### src/rtl/port_hsk_pkg.sv
package port_hsk_pkg;

    localparam int unsigned NUM_SRC  = 7;
    localparam int unsigned DATA_W   = 8;
    localparam int unsigned ADDR_W   = 3;
    localparam int unsigned NUM_SIDE = 2;

    // register addresses
    localparam logic [ADDR_W-1:0] ADR_PORTB   = 3'd0;
    localparam logic [ADDR_W-1:0] ADR_PORTA   = 3'd1;
    localparam logic [ADDR_W-1:0] ADR_MODE    = 3'd2;
    localparam logic [ADDR_W-1:0] ADR_FLAG    = 3'd3;
    localparam logic [ADDR_W-1:0] ADR_ENABLE  = 3'd4;
    localparam logic [ADDR_W-1:0] ADR_PORTA_Q = 3'd5;

    // flag / enable bit positions
    localparam int unsigned BIT_CA2 = 0;
    localparam int unsigned BIT_CA1 = 1;
    localparam int unsigned BIT_SR  = 2;
    localparam int unsigned BIT_CB2 = 3;
    localparam int unsigned BIT_CB1 = 4;
    localparam int unsigned BIT_T2  = 5;
    localparam int unsigned BIT_T1  = 6;

    // second-line mode codes
    localparam logic [2:0] M2_HANDSHAKE = 3'b100;
    localparam logic [2:0] M2_PULSE     = 3'b101;
    localparam logic [2:0] M2_FORCE_LO  = 3'b110;
    localparam logic [2:0] M2_FORCE_HI  = 3'b111;

    typedef enum logic [1:0] {
        LINE_HIGH = 2'd0,
        HS_LOW    = 2'd1,
        PULSE_LOW = 2'd2
    } line_state_t;

endpackage

### src/rtl/ctl_edge_det.sv
module ctl_edge_det (
    input  logic clk,
    input  logic rst_n,
    input  logic sig_in,
    input  logic rise_sel,
    output logic hit
);
    logic prev_q;

    always_ff @(posedge clk) begin
        if (!rst_n) prev_q <= 1'b1;
        else        prev_q <= sig_in;
    end

    always_comb begin
        if (rise_sel) hit = sig_in & ~prev_q;
        else          hit = ~sig_in & prev_q;
    end

endmodule

### src/rtl/line_out_fsm.sv
module line_out_fsm
    import port_hsk_pkg::*;
(
    input  logic       clk,
    input  logic       rst_n,
    input  logic [2:0] mode,
    input  logic       port_acc,
    input  logic       first_hit,
    output logic       line_out,
    output logic       line_oe
);
    line_state_t state_q, state_d;

    always_ff @(posedge clk) begin
        if (!rst_n) state_q <= LINE_HIGH;
        else        state_q <= state_d;
    end

    always_comb begin
        state_d = state_q;
        unique case (state_q)
            LINE_HIGH: begin
                if (port_acc && mode == M2_HANDSHAKE)  state_d = HS_LOW;
                else if (port_acc && mode == M2_PULSE) state_d = PULSE_LOW;
            end
            HS_LOW: begin
                if (mode != M2_HANDSHAKE) state_d = LINE_HIGH;
                else if (port_acc)        state_d = HS_LOW;
                else if (first_hit)       state_d = LINE_HIGH;
            end
            PULSE_LOW: begin
                if (port_acc && mode == M2_PULSE)          state_d = PULSE_LOW;
                else if (port_acc && mode == M2_HANDSHAKE) state_d = HS_LOW;
                else                                       state_d = LINE_HIGH;
            end
            default: state_d = LINE_HIGH;
        endcase
    end

    always_comb begin
        line_out = 1'b1;
        line_oe  = 1'b1;
        unique case (mode)
            M2_HANDSHAKE: line_out = (state_q != HS_LOW);
            M2_PULSE:     line_out = (state_q != PULSE_LOW);
            M2_FORCE_LO:  line_out = 1'b0;
            M2_FORCE_HI:  line_out = 1'b1;
            default:      line_oe  = 1'b0;
        endcase
    end


    input_hiz_chk: assert property (@(posedge clk) disable iff (!rst_n)
        !mode[2] |-> !line_oe);


    hs_hold_chk: assert property (@(posedge clk) disable iff (!rst_n)
        (state_q == HS_LOW && mode == M2_HANDSHAKE && !port_acc && !first_hit)
        |=> (state_q == HS_LOW));


    pulse_width_chk: assert property (@(posedge clk) disable iff (!rst_n)
        (state_q == PULSE_LOW && !port_acc) |=> (state_q == LINE_HIGH));

endmodule

### src/rtl/irq_flag_regs.sv
module irq_flag_regs
    import port_hsk_pkg::*;
(
    input  logic               clk,
    input  logic               rst_n,
    input  logic [NUM_SRC-1:0] set_vec,
    input  logic [NUM_SRC-1:0] acc_clr,
    input  logic               wr_flag,
    input  logic               wr_enable,
    input  logic [DATA_W-1:0]  wdata,
    output logic [NUM_SRC-1:0] flags,
    output logic [NUM_SRC-1:0] enables,
    output logic               irq
);
    localparam int unsigned TOP = DATA_W - 1;

    logic [NUM_SRC-1:0] clr_vec;

    always_comb begin
        clr_vec = acc_clr;
        if (wr_flag) clr_vec = clr_vec | wdata[NUM_SRC-1:0];
    end

    always_ff @(posedge clk) begin
        if (!rst_n) begin
            flags   <= '0;
            enables <= '0;
        end else begin
            flags <= (flags & ~clr_vec) | set_vec;
            if (wr_enable) begin
                if (wdata[TOP]) enables <= enables | wdata[NUM_SRC-1:0];
                else            enables <= enables & ~wdata[NUM_SRC-1:0];
            end
        end
    end

    assign irq = |(flags & enables);


    set_wins_chk: assert property (@(posedge clk) disable iff (!rst_n)
        (set_vec != '0) |=> ((flags & $past(set_vec)) == $past(set_vec)));


    enable_set_chk: assert property (@(posedge clk) disable iff (!rst_n)
        (wr_enable && wdata[TOP])
        |=> ((enables & $past(wdata[NUM_SRC-1:0])) == $past(wdata[NUM_SRC-1:0])));


    enable_clr_chk: assert property (@(posedge clk) disable iff (!rst_n)
        (wr_enable && !wdata[TOP])
        |=> ((enables & $past(wdata[NUM_SRC-1:0])) == '0));


    flag_clear_chk: assert property (@(posedge clk) disable iff (!rst_n)
        wr_flag |=> ((flags & $past(wdata[NUM_SRC-1:0] & ~set_vec)) == '0));

endmodule

### src/rtl/port_hsk_irq.sv
module port_hsk_irq
    import port_hsk_pkg::*;
(
    input  logic              clk,
    input  logic              rst_n,
    input  logic              bus_sel,
    input  logic              bus_wr,
    input  logic [ADDR_W-1:0] bus_addr,
    input  logic [DATA_W-1:0] bus_wdata,
    output logic [DATA_W-1:0] bus_rdata,
    input  logic              ca1_in,
    input  logic              ca2_in,
    input  logic              cb1_in,
    input  logic              cb2_in,
    output logic              ca2_out,
    output logic              ca2_oe,
    output logic              cb2_out,
    output logic              cb2_oe,
    input  logic              tmr1_evt,
    input  logic              tmr2_evt,
    input  logic              shift_evt,
    output logic              irq
);
    localparam int unsigned SIDE_A = 0;
    localparam int unsigned SIDE_B = 1;
    localparam int unsigned FIELD_W = DATA_W / NUM_SIDE;

    logic [DATA_W-1:0] mode_q;
    logic [NUM_SRC-1:0] flags, enables, set_vec, acc_clr;

    logic [NUM_SIDE-1:0] first_in, second_in, port_acc;
    logic [NUM_SIDE-1:0] first_hit, second_hit, second_clr_ok;
    logic [NUM_SIDE-1:0] line_out, line_oe;

    logic wr_mode, wr_flag, wr_enable;

    assign wr_mode   = bus_sel && bus_wr && bus_addr == ADR_MODE;
    assign wr_flag   = bus_sel && bus_wr && bus_addr == ADR_FLAG;
    assign wr_enable = bus_sel && bus_wr && bus_addr == ADR_ENABLE;

    assign port_acc[SIDE_A] = bus_sel && bus_addr == ADR_PORTA;
    assign port_acc[SIDE_B] = bus_sel && bus_addr == ADR_PORTB;

    assign first_in  = {cb1_in, ca1_in};
    assign second_in = {cb2_in, ca2_in};

    always_ff @(posedge clk) begin
        if (!rst_n)       mode_q <= '0;
        else if (wr_mode) mode_q <= bus_wdata;
    end

    for (genvar s = 0; s < NUM_SIDE; s++) begin : g_side
        logic       edge_rise;
        logic [2:0] sec_mode;
        logic       sec_raw_hit;

        assign edge_rise = mode_q[s*FIELD_W];
        assign sec_mode  = mode_q[s*FIELD_W+1 +: 3];

        ctl_edge_det u_first_det (
            .clk      (clk),
            .rst_n    (rst_n),
            .sig_in   (first_in[s]),
            .rise_sel (edge_rise),
            .hit      (first_hit[s])
        );

        ctl_edge_det u_second_det (
            .clk      (clk),
            .rst_n    (rst_n),
            .sig_in   (second_in[s]),
            .rise_sel (sec_mode[1]),
            .hit      (sec_raw_hit)
        );

        assign second_hit[s]    = sec_raw_hit & ~sec_mode[2];
        assign second_clr_ok[s] = sec_mode[2] | ~sec_mode[0];

        line_out_fsm u_line (
            .clk       (clk),
            .rst_n     (rst_n),
            .mode      (sec_mode),
            .port_acc  (port_acc[s]),
            .first_hit (first_hit[s]),
            .line_out  (line_out[s]),
            .line_oe   (line_oe[s])
        );
    end

    always_comb begin
        set_vec          = '0;
        set_vec[BIT_T1]  = tmr1_evt;
        set_vec[BIT_T2]  = tmr2_evt;
        set_vec[BIT_SR]  = shift_evt;
        set_vec[BIT_CA1] = first_hit[SIDE_A];
        set_vec[BIT_CB1] = first_hit[SIDE_B];
        set_vec[BIT_CA2] = second_hit[SIDE_A];
        set_vec[BIT_CB2] = second_hit[SIDE_B];

        acc_clr          = '0;
        acc_clr[BIT_CA1] = port_acc[SIDE_A];
        acc_clr[BIT_CB1] = port_acc[SIDE_B];
        acc_clr[BIT_CA2] = port_acc[SIDE_A] & second_clr_ok[SIDE_A];
        acc_clr[BIT_CB2] = port_acc[SIDE_B] & second_clr_ok[SIDE_B];
    end

    irq_flag_regs u_regs (
        .clk       (clk),
        .rst_n     (rst_n),
        .set_vec   (set_vec),
        .acc_clr   (acc_clr),
        .wr_flag   (wr_flag),
        .wr_enable (wr_enable),
        .wdata     (bus_wdata),
        .flags     (flags),
        .enables   (enables),
        .irq       (irq)
    );

    always_comb begin
        unique case (bus_addr)
            ADR_MODE:   bus_rdata = mode_q;
            ADR_FLAG:   bus_rdata = {irq, flags};
            ADR_ENABLE: bus_rdata = {1'b1, enables};
            default:    bus_rdata = '0;
        endcase
    end

    assign ca2_out = line_out[SIDE_A];
    assign ca2_oe  = line_oe[SIDE_A];
    assign cb2_out = line_out[SIDE_B];
    assign cb2_oe  = line_oe[SIDE_B];


    quiet_port_chk: assert property (@(posedge clk) disable iff (!rst_n)
        (bus_sel && bus_addr == ADR_PORTA_Q && flags[BIT_CA1]) |=> flags[BIT_CA1]);

endmodule

### config.mk
export PLATFORM = sky130hd
export DESIGN_NAME = port_hsk_irq
export DESIGN_NICKNAME = d
export VERILOG_FILES = /design/src/rtl/port_hsk_pkg.sv /design/src/rtl/ctl_edge_det.sv /design/src/rtl/line_out_fsm.sv /design/src/rtl/irq_flag_regs.sv /design/src/rtl/port_hsk_irq.sv
export SDC_FILE = /design/constraint.sdc
export NUM_CORES = 1
export LEC_CHECK = 0
export ABC_AREA = 0
export BUFFER_PORTS_ARGS = -buffer_cell sky130_fd_sc_hd__buf_2
export CELL_PAD_IN_SITES_DETAIL_PLACEMENT = 1
export CELL_PAD_IN_SITES_GLOBAL_PLACEMENT = 1
export CORE_MARGIN = 5
export CORE_UTILIZATION = 35
export CTS_CLUSTER_SIZE = 25
export DETAILED_ROUTE_END_ITERATION = 8
export GPL_TIMING_DRIVEN = 0
export PLACE_DENSITY = 0.76
export RECOVER_POWER = 25
export SLEW_MARGIN = 5
export SYNTH_ARGS = -nofsm -noshare
export SYNTH_HDL_FRONTEND = slang
export SYNTH_SLANG_ARGS = --single-unit
### constraint.sdc
create_clock -name clk -period 1.95 [get_ports clk]
set_input_delay 0.585 -clock clk [delete_from_list [all_inputs] [get_ports clk]]
set_output_delay 0.585 -clock clk [all_outputs]
set_load 0.02 [all_outputs]
==> metrics <==
first-pass GRT wire length=8438 um; routed vias/inst=5.637; delay-heaviest family, CP=compound AO/OA/AOI/OAI gates; Cells after Synth=190; Final Max Tran Viols=0; Most used DFF post-synth=dfxtp_1; antenna violations before repair=0; VDD IR max=0.2609 mV; CP Cell Sequence=a222oi_1 -> nand3_1 -> a41o_1 -> buf_6; Synth Warn #=0; Clk network pwr share=35.8%; Yosys top cell area share=37.80%; failing checks=negative setup slack; Post-synth EDFFs=0; total track usage=17.63%; H-tree levels=2; Post-Syn Nets=212; largest area contributor in the netlist=dfxtp_1; Wirelength per Cell=17.96 um; CTS Sinks=30; DP Wirelength=3747 um; area grow syn2layout=27.48%; Comb pwr share=13.7%; Reg2Reg Setup Slack=0.68 ns; CP max stage cell=a222oi_1; RD Place Congestion=0.8167; clock root cell=clkbuf_8; R2R Path Start=mode_q[0]; Final Setup Violations=9; synthesized cell area=1589 um^2; most frequent cells in the layout=dfxtp_1, buf_2, nand2_1, a21oi_1; final worst setup slack=-0.1588 ns; critical path class=register to output port; final period utilization=108.1%; WHS=0.4829 ns; Peak Freq=474.2 MHz; largest net degree at the start of global routing=11; Starting Density=36.24%; min-delay worst type=register to register; Max Buffers Root-to-Sink=2; Max transition margin=64.95%; required time at the worst-slack endpoint=1.36 ns; final antenna-violating net count=0; drt drc=0; Power Density=639.2 nW/um^2; clock skew=0.003001 ns; I/O pin count=35; fraction of registers with async set/reset=0%; core area=4384 um^2; Switch Pwr=0.3424 mW; internal power=0.9524 mW; CTS buffer count=5; Crit path largest cell delay=0.36 ns; Worst Setup Start Kind=register; flops & latches, synth=30; status=complete, but fails checks; crit path buf inv count=1; hold bufs inserted after CTS=0; # diodes=0; Worst Tran Pin Value=0.5257 ns; Yosys cell types=37; fin nets=254; unrepaired setup endpoints after global routing=true; num rows=24; final WL=5100 um; Flop pwr share=50.5%; worst path arrival time=1.52 ns; Die Y-Extent=77.38 um; via count=1,601; fill count=544; Period minus WS final=2.109 ns; Static Leakage=0.7564 nW; share of cells above drive strength 1=26.72%; Avg Inst Size Synth=8.363 um^2; setup_tns=-1.083 ns; first-iteration detailed-routing DRC count=92; clk_lat worst skew=0.28 ns; crit-path max FO=2; DR pass1 iterations=4; Net Sw Frac=26.44%; commonest non-fill, non-tap cell in the layout=dfxtp_1; Port Buf Inserts=32; ranking of synthesized cells by area=dfxtp_1, mux2i_1, o21ai_0; DIE AREA=5988 um^2; CTS tree=built; GRT overflow=0; clock slew seen by the registers of the worst setup and hold paths=0.06 ns; DIE WIDTH=77.38 um; sequential area share after synthesis=37.80%; count of final hold-check violations=0; vias in the first global route=1,725; crit end category=output port; Max Cap Viol=0
routing by layer:
layer | global-route usage (%) | vias to the layer above | share of wire (%)
met2 | 27.95 | 29 | 46
met4 | 6.014 | 0 | 1.7
met3 | 5.903 | 11 | 4.6
met5 | 0 | - | 0
li1 | - | 776 | -
met1 | 22.48 | 785 | 48
path summary, 6_finish.rpt:
path | depth (start not counted) | to
setup / recovery | 4 | bus_rdata[7]
hold / removal | 2 | register
setup reg to reg | 3 | g_side[0].u_line.state_q[0]
hold reg to reg | 2 | register
worst register-to-register path: stages (launching register included):
cell       delay, ns
dfxtp_1         0.34
and3b_1         0.21
o32a_1          0.35
a2111oi_2       0.27
timing repair:
item,CTS,global route
endpoints found under the setup margin,8,11
pin swaps,4,0
setup buffers,3,1
gates resized for setup,25,5
cell usage after synthesis (2+ instances only):
| cell | n |
|---|---|
| nor3b_1 | 10 |
| o32ai_1 | 2 |
| buf_2 | 4 |
| a31oi_1 | 4 |
| dfxtp_1 | 30 |
| and3b_1 | 3 |
| inv_1 | 9 |
| a21oi_1 | 16 |
| nand3_1 | 14 |
| clkbuf_1 | 7 |
| nand3b_1 | 4 |
| a22oi_1 | 2 |
| o211ai_1 | 2 |
| nand2_1 | 17 |
| nor2_1 | 5 |
| o21ai_1 | 4 |
| nand2b_1 | 8 |
| o21ai_0 | 17 |
| mux2i_1 | 14 |
logic make-up after synthesis:
logic type	Yosys count	synth area share (%)
and+or+nand+nor	71	27.48
DFF	30	37.80
muxes	14	8.819
buffers and inverters	21	5.276
AOI/OAI and AO/OA	54	20.63
cell type report:
type,instances,area [um^2],share of cell area (%)
Sequential cell,30,606.8,29.96
Inverter,9,33.78,1.668
Clock buffer,7,76.32,3.768
Timing Repair Buffer,35,241.5,11.92
Buffer,12,63.81,3.150
Multi-Input combinational cell,139,938.4,46.32
Tap cell,52,65.06,3.212
per-stage QoR:
step	cell area, um^2	setup WS [ns]	total power [mW]	utilization (%)	instances
global placement	1851	-0.4307	0.8235	42.21	274
detailed placement	1851	-0.4440	0.8278	42.21	274
finish	2026	-0.1588	1.295	46.20	284
CTS	2023	-0.1609	1.304	46.15	284
global route	2026	-0.2299	1.356	46.20	284
floorplan	1625	0.02339	0.7581	-	190
power groups by stage:
stage                     Clock (mW)  Combinational (mW)  Sequential, mW
after floorplan                    0               0.102           0.657
after detailed placement           0               0.163           0.665
after global placement             0               0.160           0.664
after CTS                      0.475               0.176           0.653
final                          0.464               0.178           0.653
after global routing           0.507               0.194           0.655
Power figures use the tool's default switching activity.
